[src/rtl/irq_pkg.sv]
package irq_pkg;
  localparam int unsigned N_SRC_DEF     = 13;
  localparam int unsigned ADDR_W_DEF    = 16;
  localparam int unsigned VEC_BASE_DEF  = 3;
  localparam int unsigned STRIDE_LG_DEF = 3;
  localparam logic [N_SRC_DEF-1:0] AUTO_MASK_DEF = 13'b0_0000_0101_0101;

  typedef enum logic [1:0] {
    GATE_SHUT = 2'd0,
    GATE_OPEN = 2'd1,
    GATE_LAG  = 2'd2
  } gate_e;
endpackage

[src/rtl/irq_flag_bank.sv]
module irq_flag_bank #(
  parameter int unsigned N = 13,
  parameter logic [N-1:0] AUTO_MASK = '0
) (
  input  logic         clk,
  input  logic         rst,
  input  logic [N-1:0] set_i,
  input  logic         wr_i,
  input  logic [N-1:0] wdata_i,
  input  logic         en_wr_i,
  input  logic [N-1:0] en_wdata_i,
  input  logic         fire_i,
  input  logic [N-1:0] grant_i,
  output logic [N-1:0] flag_o,
  output logic [N-1:0] en_o,
  output logic [N-1:0] ready_o
);
  logic [N-1:0] flag_q, en_q, flag_d, hw_clr;

  assign hw_clr = fire_i ? (grant_i & AUTO_MASK) : '0;

  always_comb begin
    flag_d = wr_i ? wdata_i : flag_q;
    flag_d = flag_d & ~hw_clr;
    flag_d = flag_d | set_i;   // a fresh event is never lost
  end

  always_ff @(posedge clk) begin
    if (rst) begin
      flag_q <= '0;
      en_q   <= '0;
    end else begin
      flag_q <= flag_d;
      if (en_wr_i) en_q <= en_wdata_i;
    end
  end

  assign flag_o  = flag_q;
  assign en_o    = en_q;
  assign ready_o = flag_q & en_q;
endmodule

[src/rtl/irq_prio_pick.sv]
module irq_prio_pick #(
  parameter int unsigned N = 13,
  localparam int unsigned IDX_W = (N > 1) ? $clog2(N) : 1
) (
  input  logic [N-1:0]     req_i,
  output logic [N-1:0]     grant_o,
  output logic [IDX_W-1:0] idx_o,
  output logic             any_o
);
  logic [N:0] seen;
  assign seen[0] = 1'b0;

  for (genvar i = 0; i < N; i++) begin : g_chain
    assign grant_o[i]  = req_i[i] & ~seen[i];
    assign seen[i+1]   = seen[i] | req_i[i];
  end

  always_comb begin
    idx_o = '0;
    for (int i = 0; i < N; i++) begin
      if (grant_o[i]) idx_o = IDX_W'(i);
    end
  end

  assign any_o = seen[N];
endmodule

[src/rtl/irq_seq.sv]
module irq_seq
  import irq_pkg::*;
#(
  parameter int unsigned N = 13,
  parameter int unsigned ADDR_W = 16,
  parameter int unsigned VEC_BASE = 3,
  parameter int unsigned STRIDE_LG = 3,
  parameter logic [N-1:0] AUTO_MASK = '0,
  localparam int unsigned IDX_W = (N > 1) ? $clog2(N) : 1
) (
  input  logic              clk,
  input  logic              rst,
  input  logic              bnd_i,
  input  logic              bnd_next_multi_i,
  input  logic              reti_i,
  input  logic              gie_wr_i,
  input  logic              gie_wdata_i,
  input  logic              any_i,
  input  logic [IDX_W-1:0]  idx_i,
  input  logic [N-1:0]      grant_i,
  output logic              fire_o,
  output logic              gie_o,
  output logic              lag_o,
  output logic              insvc_o,
  output logic              vec_req_o,
  output logic [ADDR_W-1:0] vec_addr_o,
  output logic [N-1:0]      ack_o
);
  logic  gie_q, lag_q, insvc_q;
  logic  clr_now, set_now, open;
  gate_e gate_st;
  logic              vreq_q;
  logic [ADDR_W-1:0] vaddr_q, vaddr_d;
  logic [N-1:0]      ack_q;

  assign clr_now = gie_wr_i & ~gie_wdata_i & gie_q;
  assign set_now = gie_wr_i & gie_wdata_i;

  always_comb begin
    if (lag_q | clr_now) gate_st = GATE_LAG;
    else if (gie_q)      gate_st = GATE_OPEN;
    else                 gate_st = GATE_SHUT;
  end

  always_comb begin
    case (gate_st)
      GATE_OPEN: open = 1'b1;
      GATE_LAG:  open = ~bnd_next_multi_i;
      default:   open = 1'b0;
    endcase
  end

  assign fire_o  = bnd_i & ~insvc_q & any_i & open;
  assign vaddr_d = ADDR_W'(VEC_BASE) + (ADDR_W'(idx_i) << STRIDE_LG);

  always_ff @(posedge clk) begin
    if (rst) begin
      gie_q   <= 1'b0;
      lag_q   <= 1'b0;
      insvc_q <= 1'b0;
      vreq_q  <= 1'b0;
      vaddr_q <= '0;
      ack_q   <= '0;
    end else begin
      if (gie_wr_i) gie_q <= gie_wdata_i;
      if (set_now || bnd_i) lag_q <= 1'b0;
      else if (clr_now)     lag_q <= 1'b1;
      if (fire_o)      insvc_q <= 1'b1;
      else if (reti_i) insvc_q <= 1'b0;
      vreq_q <= fire_o;
      if (fire_o) vaddr_q <= vaddr_d;
      ack_q <= fire_o ? (grant_i & AUTO_MASK) : '0;
    end
  end

  assign gie_o      = gie_q;
  assign lag_o      = lag_q;
  assign insvc_o    = insvc_q;
  assign vec_req_o  = vreq_q;
  assign vec_addr_o = vaddr_q;
  assign ack_o      = ack_q;
endmodule

[src/rtl/irq_vector_ctrl.sv]
module irq_vector_ctrl
  import irq_pkg::*;
#(
  parameter int unsigned N_SRC = N_SRC_DEF,
  parameter int unsigned ADDR_W = ADDR_W_DEF,
  parameter int unsigned VEC_BASE = VEC_BASE_DEF,
  parameter int unsigned STRIDE_LG = STRIDE_LG_DEF,
  parameter logic [N_SRC-1:0] AUTO_MASK = AUTO_MASK_DEF
) (
  input  logic              clk,
  input  logic              rst,
  input  logic [N_SRC-1:0]  src_set_i,
  input  logic              flag_wr_i,
  input  logic [N_SRC-1:0]  flag_wdata_i,
  input  logic              en_wr_i,
  input  logic [N_SRC-1:0]  en_wdata_i,
  input  logic              gie_wr_i,
  input  logic              gie_wdata_i,
  input  logic              bnd_i,
  input  logic              bnd_next_multi_i,
  input  logic              reti_i,
  output logic              vec_req_o,
  output logic [ADDR_W-1:0] vec_addr_o,
  output logic [N_SRC-1:0]  ack_o,
  output logic [N_SRC-1:0]  flag_o,
  output logic [N_SRC-1:0]  en_o,
  output logic              gie_o
);
  localparam int unsigned IDX_W = (N_SRC > 1) ? $clog2(N_SRC) : 1;

  logic [N_SRC-1:0] ready, grant;
  logic [IDX_W-1:0] idx;
  logic             any, fire, lag_q, insvc_q;

  irq_flag_bank #(.N(N_SRC), .AUTO_MASK(AUTO_MASK)) u_bank (
    .clk(clk), .rst(rst), .set_i(src_set_i),
    .wr_i(flag_wr_i), .wdata_i(flag_wdata_i),
    .en_wr_i(en_wr_i), .en_wdata_i(en_wdata_i),
    .fire_i(fire), .grant_i(grant),
    .flag_o(flag_o), .en_o(en_o), .ready_o(ready)
  );

  irq_prio_pick #(.N(N_SRC)) u_pick (
    .req_i(ready), .grant_o(grant), .idx_o(idx), .any_o(any)
  );

  irq_seq #(
    .N(N_SRC), .ADDR_W(ADDR_W), .VEC_BASE(VEC_BASE),
    .STRIDE_LG(STRIDE_LG), .AUTO_MASK(AUTO_MASK)
  ) u_seq (
    .clk(clk), .rst(rst), .bnd_i(bnd_i), .bnd_next_multi_i(bnd_next_multi_i),
    .reti_i(reti_i), .gie_wr_i(gie_wr_i), .gie_wdata_i(gie_wdata_i),
    .any_i(any), .idx_i(idx), .grant_i(grant), .fire_o(fire),
    .gie_o(gie_o), .lag_o(lag_q), .insvc_o(insvc_q),
    .vec_req_o(vec_req_o), .vec_addr_o(vec_addr_o), .ack_o(ack_o)
  );
endmodule

[config.mk]
export PLATFORM = sky130hd
export DESIGN_NAME = irq_vector_ctrl
export DESIGN_NICKNAME = d
export VERILOG_FILES = /design/src/rtl/irq_pkg.sv /design/src/rtl/irq_flag_bank.sv /design/src/rtl/irq_prio_pick.sv /design/src/rtl/irq_seq.sv /design/src/rtl/irq_vector_ctrl.sv
export SDC_FILE = /design/constraint.sdc
export NUM_CORES = 1
export LEC_CHECK = 0
export BUFFER_PORTS_ARGS = -buffer_cell sky130_fd_sc_hd__buf_2
export CAP_MARGIN = 20
export CORE_MARGIN = 4
export CORE_UTILIZATION = 47
export DETAILED_ROUTE_END_ITERATION = 10
export GPL_TIMING_DRIVEN = 0
export PLACE_DENSITY = 0.84
export REMOVE_ABC_BUFFERS = 1
export SYNTH_ARGS = -nofsm -noshare
export SYNTH_HDL_FRONTEND = slang
export SYNTH_SLANG_ARGS = --single-unit
[constraint.sdc]
create_clock -name clk -period 3.1 [get_ports clk]
set_input_delay 0.62 -clock clk [delete_from_list [all_inputs] [get_ports clk]]
set_output_delay 0.62 -clock clk [all_outputs]
set_load 0.05 [all_outputs]
Word level (Yosys, flattened, before mapping)
Index checks and enable logic that the tools add are counted.

Register bits: 59. Input port bits: 48. Output and inout port bits: 57. Word-level logic and storage cells: 83.

$add $sub $neg: 1. Eq/ne operators: 2. Multiplexer cells: 19. Bitwise logic cells: 50. Reductions and logical operators: 3.

Operators by type and width (number): 4-bit two-way mux (11); 13-bit bitwise AND (2); 1-bit bitwise AND (18); 1-bit NOT (15); 13-bit two-way mux (1); 13-bit NOT (1); 1-bit OR (13); 13-bit OR (1); 2-bit by 7-bit adder with 8-bit output, first input constant (1); 7-bit two-way mux (1); 1-bit two-way mux (4); 2-bit by 1-bit == test with 1-bit output, second input constant (1); 2-bit == test, second input constant (1); 2-bit two-way mux (1); 1-bit one-hot mux with 2 select lines (1); 2-bit nonzero test (1); 2-bit OR reduction (1); 1-bit logical OR (1).

Depth between registers and ports, before layout
Gate-level depths: netlist of run 1.

Word-level depth: 19. Mapped depth: 6.

Modules after synthesis
Synthesis of run 1 repeated with hierarchy kept, for this count alone.

Cell total of the unflattened synthesis: 219. Area, all modules: 2054.5 µm².

Modules (own cells, without submodules): irq_flag_bank (times used 1, cells each 115, area an instance 1132.3 µm², seq. area each 520.5 µm²); irq_seq (times used 1, cells each 66, area an instance 668.1 µm², seq. area each 260.2 µm²); irq_prio_pick (times used 1, cells each 38, area an instance 254.0 µm², seq. area each 0.0 µm²).

Worst setup path before layout of run 1
Ideal clock, no wire load.

Path kind: reg-to-reg. Start point: reg u_bank.en_q[1] (netlist: u_bank.en_o[1]). End point: reg u_seq.vaddr_q[4] (netlist: u_seq.vec_addr_o[4]). Setup time: 117 ps. Arrival time: 1755 ps. Required time: 2983 ps. Path slack: 1227 ps. Cell stages (with the launch flop): 7. Cell sequence: dfxtp_1 -> a22o_1 -> nand4bb_4 -> a211oi_2 -> or2_1 -> buf_6 -> a32o_2.

Cells in the longest elaborated chain, start to end: 16. Elaborated cells between the ends (all ways): 51.

RTL lines: start, declared (line irq_flag_bank.sv:18) `logic [N-1:0] flag_q, en_q, flag_d, hw_clr;`; start signal, assigned (line irq_flag_bank.sv:34) `if (en_wr_i) en_q <= en_wdata_i;`; 13-bit bitwise AND * (line irq_flag_bank.sv:40) `assign ready_o = flag_q & en_q;`; 1-bit OR (line irq_prio_pick.sv:15) `assign seen[i+1] = seen[i] | req_i[i];`; 1-bit NOT / 1-bit OR (equally long branches) (line irq_prio_pick.sv:14, irq_prio_pick.sv:15); 1-bit bitwise AND, or another cell as far along (line irq_prio_pick.sv:14) `assign grant_o[i] = req_i[i] & ~seen[i];`; 4-bit two-way mux, or another cell as far along (9 in a row) (line irq_prio_pick.sv:21) `if (grant_o[i]) idx_o = IDX_W'(i);`; 4-bit two-way mux / 1-bit bitwise AND (equally long branches) (line irq_prio_pick.sv:21, irq_prio_pick.sv:14); 4-bit two-way mux (line irq_prio_pick.sv:21); 2-bit by 7-bit adder with 8-bit output (line irq_seq.sv:54) `assign vaddr_d = ADDR_W'(VEC_BASE) + (ADDR_W'(idx_i) << STRIDE_LG);`; end signal, assigned (line irq_seq.sv:71) `if (fire_o) vaddr_q <= vaddr_d;`; end, declared (line irq_seq.sv:33) `logic [ADDR_W-1:0] vaddr_q, vaddr_d;`.

Every way passes the cells marked *; elsewhere a longest branch is shown, timed or not. A chain may end at the register's enable or synchronous reset.

Worst setup path in the final report of run 1
Start point: in gie_wr_i. End point: reg u_seq.vaddr_q[4] (netlist: u_seq.vec_addr_o[4]).

Cells in the longest elaborated chain, start to end: 7. Elaborated cells between the ends (all ways): 8.

RTL lines: start, declared (line irq_vector_ctrl.sv:17) `input logic gie_wr_i,`; 1-bit bitwise AND * (2 in a row) (line irq_seq.sv:36) `assign clr_now = gie_wr_i & ~gie_wdata_i & gie_q;`; 1-bit OR * (line irq_seq.sv:40) `if (lag_q | clr_now) gate_st = GATE_LAG;`; 2-bit two-way mux * (line irq_seq.sv:40); 2-bit == test / 2-bit by 1-bit == test with 1-bit output (equally long branches) (line irq_seq.sv:46) `case (gate_st)`; 1-bit one-hot mux with 2 select lines * (line irq_seq.sv:46); 1-bit bitwise AND * (line irq_seq.sv:53) `assign fire_o = bnd_i & ~insvc_q & any_i & open;`.

Marks and branches as above.

==> results of run 1 <==
==> synthesized netlist by cell type (2+ instances only) <==
master    instances  area share (%)
a21oi_1          10             2.8
nor2_1           27             5.6
mux2i_1          14             7.7
clkbuf_1          3            0.62
nor3_1            5             1.4
nand2_1           9             1.9
nand2b_1          6             2.1
a211oi_1         11             4.6
nand3_1           3            0.83
inv_1             9             1.9
a22oi_2           2             1.4
buf_4            20             8.3
o221ai_1          4             1.9
buf_1             4            0.83
nor2b_1          10             3.5
dfxtp_1          39              43
a22o_1            3             1.5
==> worst max-delay path, delay by kind of cell <==
family | cells | cell delay, ns
AOI/OAI and AO/OA | 3 | 0.73
and+or+nand+nor | 2 | 0.61
buffers and inverters | 1 | 0.12
==> cells in the final DEF (no fill, tap or decap), drive strengths merged, types with 4 or more instances in the layout <==
cell type,instances
buf,85
dfxtp,39
nor2,27
conb,19
mux2i,14
a211oi,12
a21oi,10
nor2b,10
inv,9
nand2,9
clkbuf,8
nand2b,6
nor3,5
o221ai,4
==> cells by family (layout without fill, tap and decap cells) <==
family / count (synthesis) / after routing
simple gates: 66 / 66
other cells: 1 / 19
compound gates: 41 / 41
flops: 39 / 39
buf+inv: 38 / 102
mux: 14 / 14
==> routing by layer <==
metal	vias to the layer above	wire [um]
li1	818	-
met3	6	350
met1	741	1790
met5	-	0
met4	0	58
met2	65	1940
==> area by class of cell <==
class	count	area (sq um)	area share, %
multi-input cells	140	871	38.3
clock buffers	8	100	4.41
inverters	9	33.8	1.49
repair buffers	85	425	18.7
well taps	48	60.1	2.64
flip-flops and latches	39	781	34.4
==> flip-flops by register name, summed over array words and instances (netlist names) <==
register and cells:
u_bank.en_o 13, u_bank.flag_o 13, u_seq.vec_addr_o 5, u_seq.ack_o 4
u_seq.gie_o 1, u_seq.insvc_o 1, u_seq.lag_o 1, u_seq.vec_req_o 1
==> worst max path at each step <==
stage | from | to | slack (ns) | depth (start not counted)
after floorplan | u_bank.en_o[1]$_SDFFE_PP0P_ | u_seq.vec_addr_o[4]$_SDFFE_PP0P_ | 1.23 | 5
after global placement | gie_wr_i | u_seq.vec_addr_o[4]$_SDFFE_PP0P_ | 0.91 | 6
after detailed placement | gie_wr_i | u_seq.vec_addr_o[4]$_SDFFE_PP0P_ | 0.90 | 6
after CTS | gie_wr_i | u_seq.vec_addr_o[4]$_SDFFE_PP0P_ | 1.21 | 6
after global routing | gie_wr_i | u_seq.vec_addr_o[5]$_SDFFE_PP0P_ | 1.12 | 6
final | gie_wr_i | u_seq.vec_addr_o[4]$_SDFFE_PP0P_ | 1.20 | 6
==> through the flow <==
stage	std cells	utilization (%)	setup WS [ns]	area, sq um	power (mW)
after floorplan	188	-	1.23	1690	0.780
after global placement	321	58.9	0.914	2170	0.865
after detailed placement	321	58.9	0.896	2170	0.870
after CTS	329	61.6	1.21	2270	1.24
after global routing	329	61.6	1.12	2270	1.28
final	329	61.6	1.20	2270	1.22
==> power groups by stage <==
stage               Combinational, mW  Clock [mW]  Sequential [mW]
global route                    0.325       0.398            0.560
global placement                0.300           0            0.565
finish                          0.302       0.367            0.555
detailed placement              0.304           0            0.566
CTS                             0.304       0.381            0.555
floorplan                       0.124           0            0.657
==> results.txt, run 1 <==
CP Launch Type: primary input
Global route overflow: 0
Fmax: 0.526 GHz
Logic pwr share: 24.7%
Final Setup Violations: 0
GPL Wtd Cong: 0.721
Met1 usage: 20.9%
Antenna violations before repair: 0
H-tree levels: 2
Internal power: 815 uW
Pins over their slew limit: 0
HP Class: reg -> reg
Number of synthesized flops with an enable pin: 0
Worst-Margin Slew: 0.726 ns
Fin crit period: 1.90 ns
Reg power frac: 45.3%
Ratio of cells with drive above 1 in the final layout: 35.9%
Worst EP required: 3.29 ns
Clk_lat worst skew: 0.29 ns
RSZ-0062 raised after global routing: no
IO buf count: 85
CTS Sinks: 39
Longest Clk Path Bufs: 2
Synthesis Warnings: 0
# IOs: 105
Die ar.: 4910 sq um
Vias: 1630
Initial DRC count: 93
Hold_sp: u_seq.vec_addr_o[3]$_SDFFE_PP0P_
Worst Hold Depth: 2
Crit-path max FO: 10
Post-synthesis compound-gate area fraction: 18.0%
R2r setup slk: 1.26 ns
Status: completed
Final nets: 328
Synth Area in Adders: 0%
Height of the die: 70.1 um
Initial Util: 49.1%
Vias/cell: 4.95
Synthesized cell area: 1810 sq um
Fraction of registers with async set/reset: 0%
Crit Path Category: in -> reg
Pleak: 1.11 nW
XOR/XNOR Fraction of Synth Area: 0%
Main combinational cell family by area after synthesis: simple AND/OR/NAND/NOR gates
Setup TNS Final: 0 ns
Area Growth Syn to Fin: 25.4%
Hpwl dp: 3170 um
WHS Endpoint: u_seq.vec_addr_o[3]$_SDFFE_PP0P_
Vias in the first global route: 1497
VDD IR max: 0.402 mV
Worst-path cell chain: buf_2, nor2b_1, o21ai_2, o2111ai_2, or2_1, a32o_2
DR WL/cell: 12.6 um
Post-route DRC violation count: 0
Final count of hold timing violations: 0
Crit path DAT: 2.09 ns
Inserted Clock Buffers: 5
Period utilization: 61.4%
All-Layer GR Usage: 17.1%
Slew headroom: 51.6%
CP max stage delay: 0.48 ns
Clk pwr share: 30.0%
Filler cells: 371
Ys flop type: dfxtp_1
Core box area: 3690 sq um
Die Wd: 70.1 um
R2R depth: 5
Post-synthesis cell type count: 37
Routed WL: 4140 um
Synth Area in Simple Gates: 18.5%
FF-to-FF Start: u_bank.flag_o[1]$_SDFF_PP0_
Max cap viols: 0
Met2 global-route usage: 28.4%
Psw: 409 uW
Met3 Resource Use GR: 4.46%
First-pass iteration count of the detailed router: 4
CTS tree: built
Global-route wire length before repair: 6780 um
Sequential-to-total area share from yosys stat: 43.1%
Switching share of power: 33.4%
Pwr Density: 539 nW/um^2
Reg clk slew, reported paths: 0.07 ns
Largest net degree at the start of global routing: 41
GRT Max-Usage Layer: met2
Mapped Cells: 199
Root buf cell: clkbuf_8
Clk_skew: 0.00552 ns
Endpoint kind of the worst setup timing path: flip-flop
R2r endpoint: u_seq.vec_addr_o[4]$_SDFFE_PP0P_
Mux share of post-synthesis cell area: 7.74%
Routed Antenna Nets: 0
Post-CTS Setup Inserts: 0
Post-CTS Resized: 0
Ant diodes: 0
Slowest CP cell: or2_1
Post-CTS Hold Buffers: 0
Synthesized area per cell: 9.10 sq um
Synth Register Bits: 39
Worst hold margin: 0.462 ns
Row count: 22
(Power assumes the default switching activity.)
==> run 2, diff against run 1 <==
Settings changed: CORE_UTILIZATION 47 to 43, PLACE_DENSITY 0.84 to 0.78.
Clock period 3.1 ns to 1.9 ns, I/O delays scaled along.
==> results.txt, run 2 (same netlist as run 1, synthesis figures left out) <==
Filler cells: 397 (+7.0%)
RSZ-0062 raised after global routing: no
Crit path DAT: 1.81 ns (-0.28 ns)
Clk_skew: 0.00250 ns (-0.00302 ns)
Worst hold margin: 0.307 ns (-0.155 ns)
Global route overflow: 0 (unchanged)
Area after DPL: 2170 sq um (+0.12%)
Fin crit period: 1.67 ns
Worst-Margin Slew: 0.727 ns (+0.00122 ns)
Post-CTS Setup Inserts: 0 (unchanged)
Post-CTS Hold Buffers: 0 (unchanged)
Ratio of cells with drive above 1 in the final layout: 36.3% (+0.36 points)
DR WL/cell: 13.0 um (+3.6%)
Final nets: 328 (unchanged)
Final Util: 56.5% (-5.1 points)
Pwr Density: 877 nW/um^2 (+63%)
Final instance area: 2280 sq um (+0.22%)
Vias in the first global route: 1538 (+2.7%)
Hpwl dp: 3270 um (+2.9%)
Global-route wire length before repair: 6930 um (+2.1%)
Reg power frac: 45.4% (about the same)
H-tree levels: 2 (unchanged)
Crit-path max FO: 10 (unchanged)
Endpoint kind of the worst setup timing path: flip-flop
Ant diodes: 0 (unchanged)
Initial DRC count: 33 (-65%)
Longest Clk Path Bufs: 2 (unchanged)
Routed Antenna Nets: 0 (unchanged)
CTS Sinks: 39 (unchanged)
Psw: 666 uW (+63%)
Logic pwr share: 24.8% (about the same)
Worst EP required: 2.04 ns (-1.25 ns)
R2R depth: 5 (unchanged)
Initial Util: 44.9% (-4.1 points)
Vias: 1616 (-0.86%)
Crit Path Category: reg -> reg
Status: completed
Root buf cell: clkbuf_8
Max cap viols: 0 (unchanged)
Slew headroom: 51.5% (-0.081 points)
# IOs: 105 (unchanged)
Core box area: 4030 sq um (+9.2%)
Worst Hold Depth: 3 (+1)
Clk pwr share: 29.8% (-0.2 points)
Antenna violations before repair: 0 (unchanged)
Final Setup Violations: 0 (unchanged)
Pins over their slew limit: 0 (unchanged)
CP max stage delay: 0.34 ns (-0.14 ns)
Row count: 23 (+4.5%)
Final count of hold timing violations: 0 (unchanged)
Reg clk slew, reported paths: 0.07 ns (about the same)
All-Layer GR Usage: 16.4% (-0.76 points)
Pleak: 1.11 nW (+0.15%)
Commonest cells after routing, fill and taps aside: buf_2 (85), dfxtp_1 (39), nor2_1 (27), conb_1 (19), mux2i_1 (14)
Routed WL: 4320 um (+4.2%)
CTS tree: built
Clk_lat worst skew: 0.28 ns (about the same)
Period utilization: 88.0%
Vias/cell: 4.88 (-1.5%)
GPL Wtd Cong: 0.736 (+2.0%)
Stages on worst setup path: 5 (-1)
Internal power: 1.33 mW (+63%)
Worst-path cell chain: a22o_1, nand4bb_4, a211oi_2, or2_4, a211oi_1
Die Wd: 72.9 um (+4.0%)
Commonest non-fill, non-tap cell in the layout: buf_2
VDD IR max: 0.371 mV (-7.6%)
Height of the die: 72.9 um (+4.0%)
Cell family with most CP delay: compound AO/OA/AOI/OAI gates
Post-CTS Resized: 0 (unchanged)
Fmax: 0.598 GHz
CP Launch Type: flip-flop
Area Growth Syn to Fin: 25.7%
Largest net degree at the start of global routing: 41 (unchanged)
Post-route DRC violation count: 0 (unchanged)
First-pass iteration count of the detailed router: 4 (unchanged)
WP buf/inv: 0 (-1)
Die ar.: 5310 sq um (+8.2%)
Slowest CP cell: dfxtp_1
HP Class: in -> reg
Inserted Clock Buffers: 5 (unchanged)
IO buf count: 85 (unchanged)
Total power: 2.00 mW (+63%)
Setup TNS Final: 0 ns (unchanged)
Switching share of power: 33.4% (-0.066 points)
[run 2: cell counts in the layout (fill, tap and decap cells not counted)]
Identical to the previous run, type by type.
[run 2: worst register-to-register path, cell delays in order, from the launching register on]
cell	delay, ns
dfxtp_1	0.34
a22o_1	0.27
nand4bb_4	0.26
a211oi_2	0.31
or2_4	0.25
a211oi_1	0.09
[run 2: worst paths after layout]
check | start | endpoint | slack [ns]
max | u_bank.flag_o[2]$_SDFF_PP0_ | u_seq.vec_addr_o[3]$_SDFFE_PP0P_ | 0.23
min reg2reg | u_seq.vec_addr_o[3]$_SDFFE_PP0P_ | u_seq.vec_addr_o[3]$_SDFFE_PP0P_ | 0.46
min | src_set_i[5] | u_bank.flag_o[5]$_SDFF_PP0_ | 0.31
max reg2reg | u_bank.flag_o[2]$_SDFF_PP0_ | u_seq.vec_addr_o[3]$_SDFFE_PP0P_ | 0.23
[run 2: final cells by class]
class | count | area [sq um] | share of cell area (%)
multi-input combinational | 140 | 873 | 38.4
inverter | 9 | 33.8 | 1.48
timing repair buffer | 85 | 425 | 18.7
tap | 50 | 62.6 | 2.75
sequential | 39 | 781 | 34.3
clock buffer | 8 | 100 | 4.40
[run 2: per-stage QoR]
stage,setup slack (ns),std cells
4_1_cts,0.0524,331
3_3_place_gp,-0.0599,323
6_report,0.227,331
5_1_grt,0.123,331
3_5_place_dp,-0.101,323
2_1_floorplan,0.0268,188
[run 2: routing by layer]
layer  global-route usage, %  wire length [um]  up-vias
li1                        -                 -      821
met1                    21.1              1880      731
met2                    27.7              2060       61
met3                    3.58               344        3
met4                    4.30                27        0
met5                       0                 0        -
[run 2: power by group through the flow]
stage | Clock (mW) | Sequential [mW] | Combinational (mW)
floorplan | 0 | 1.07 | 0.202
global placement | 0 | 0.923 | 0.492
detailed placement | 0 | 0.924 | 0.497
CTS | 0.621 | 0.906 | 0.498
global route | 0.651 | 0.914 | 0.530
finish | 0.595 | 0.906 | 0.496
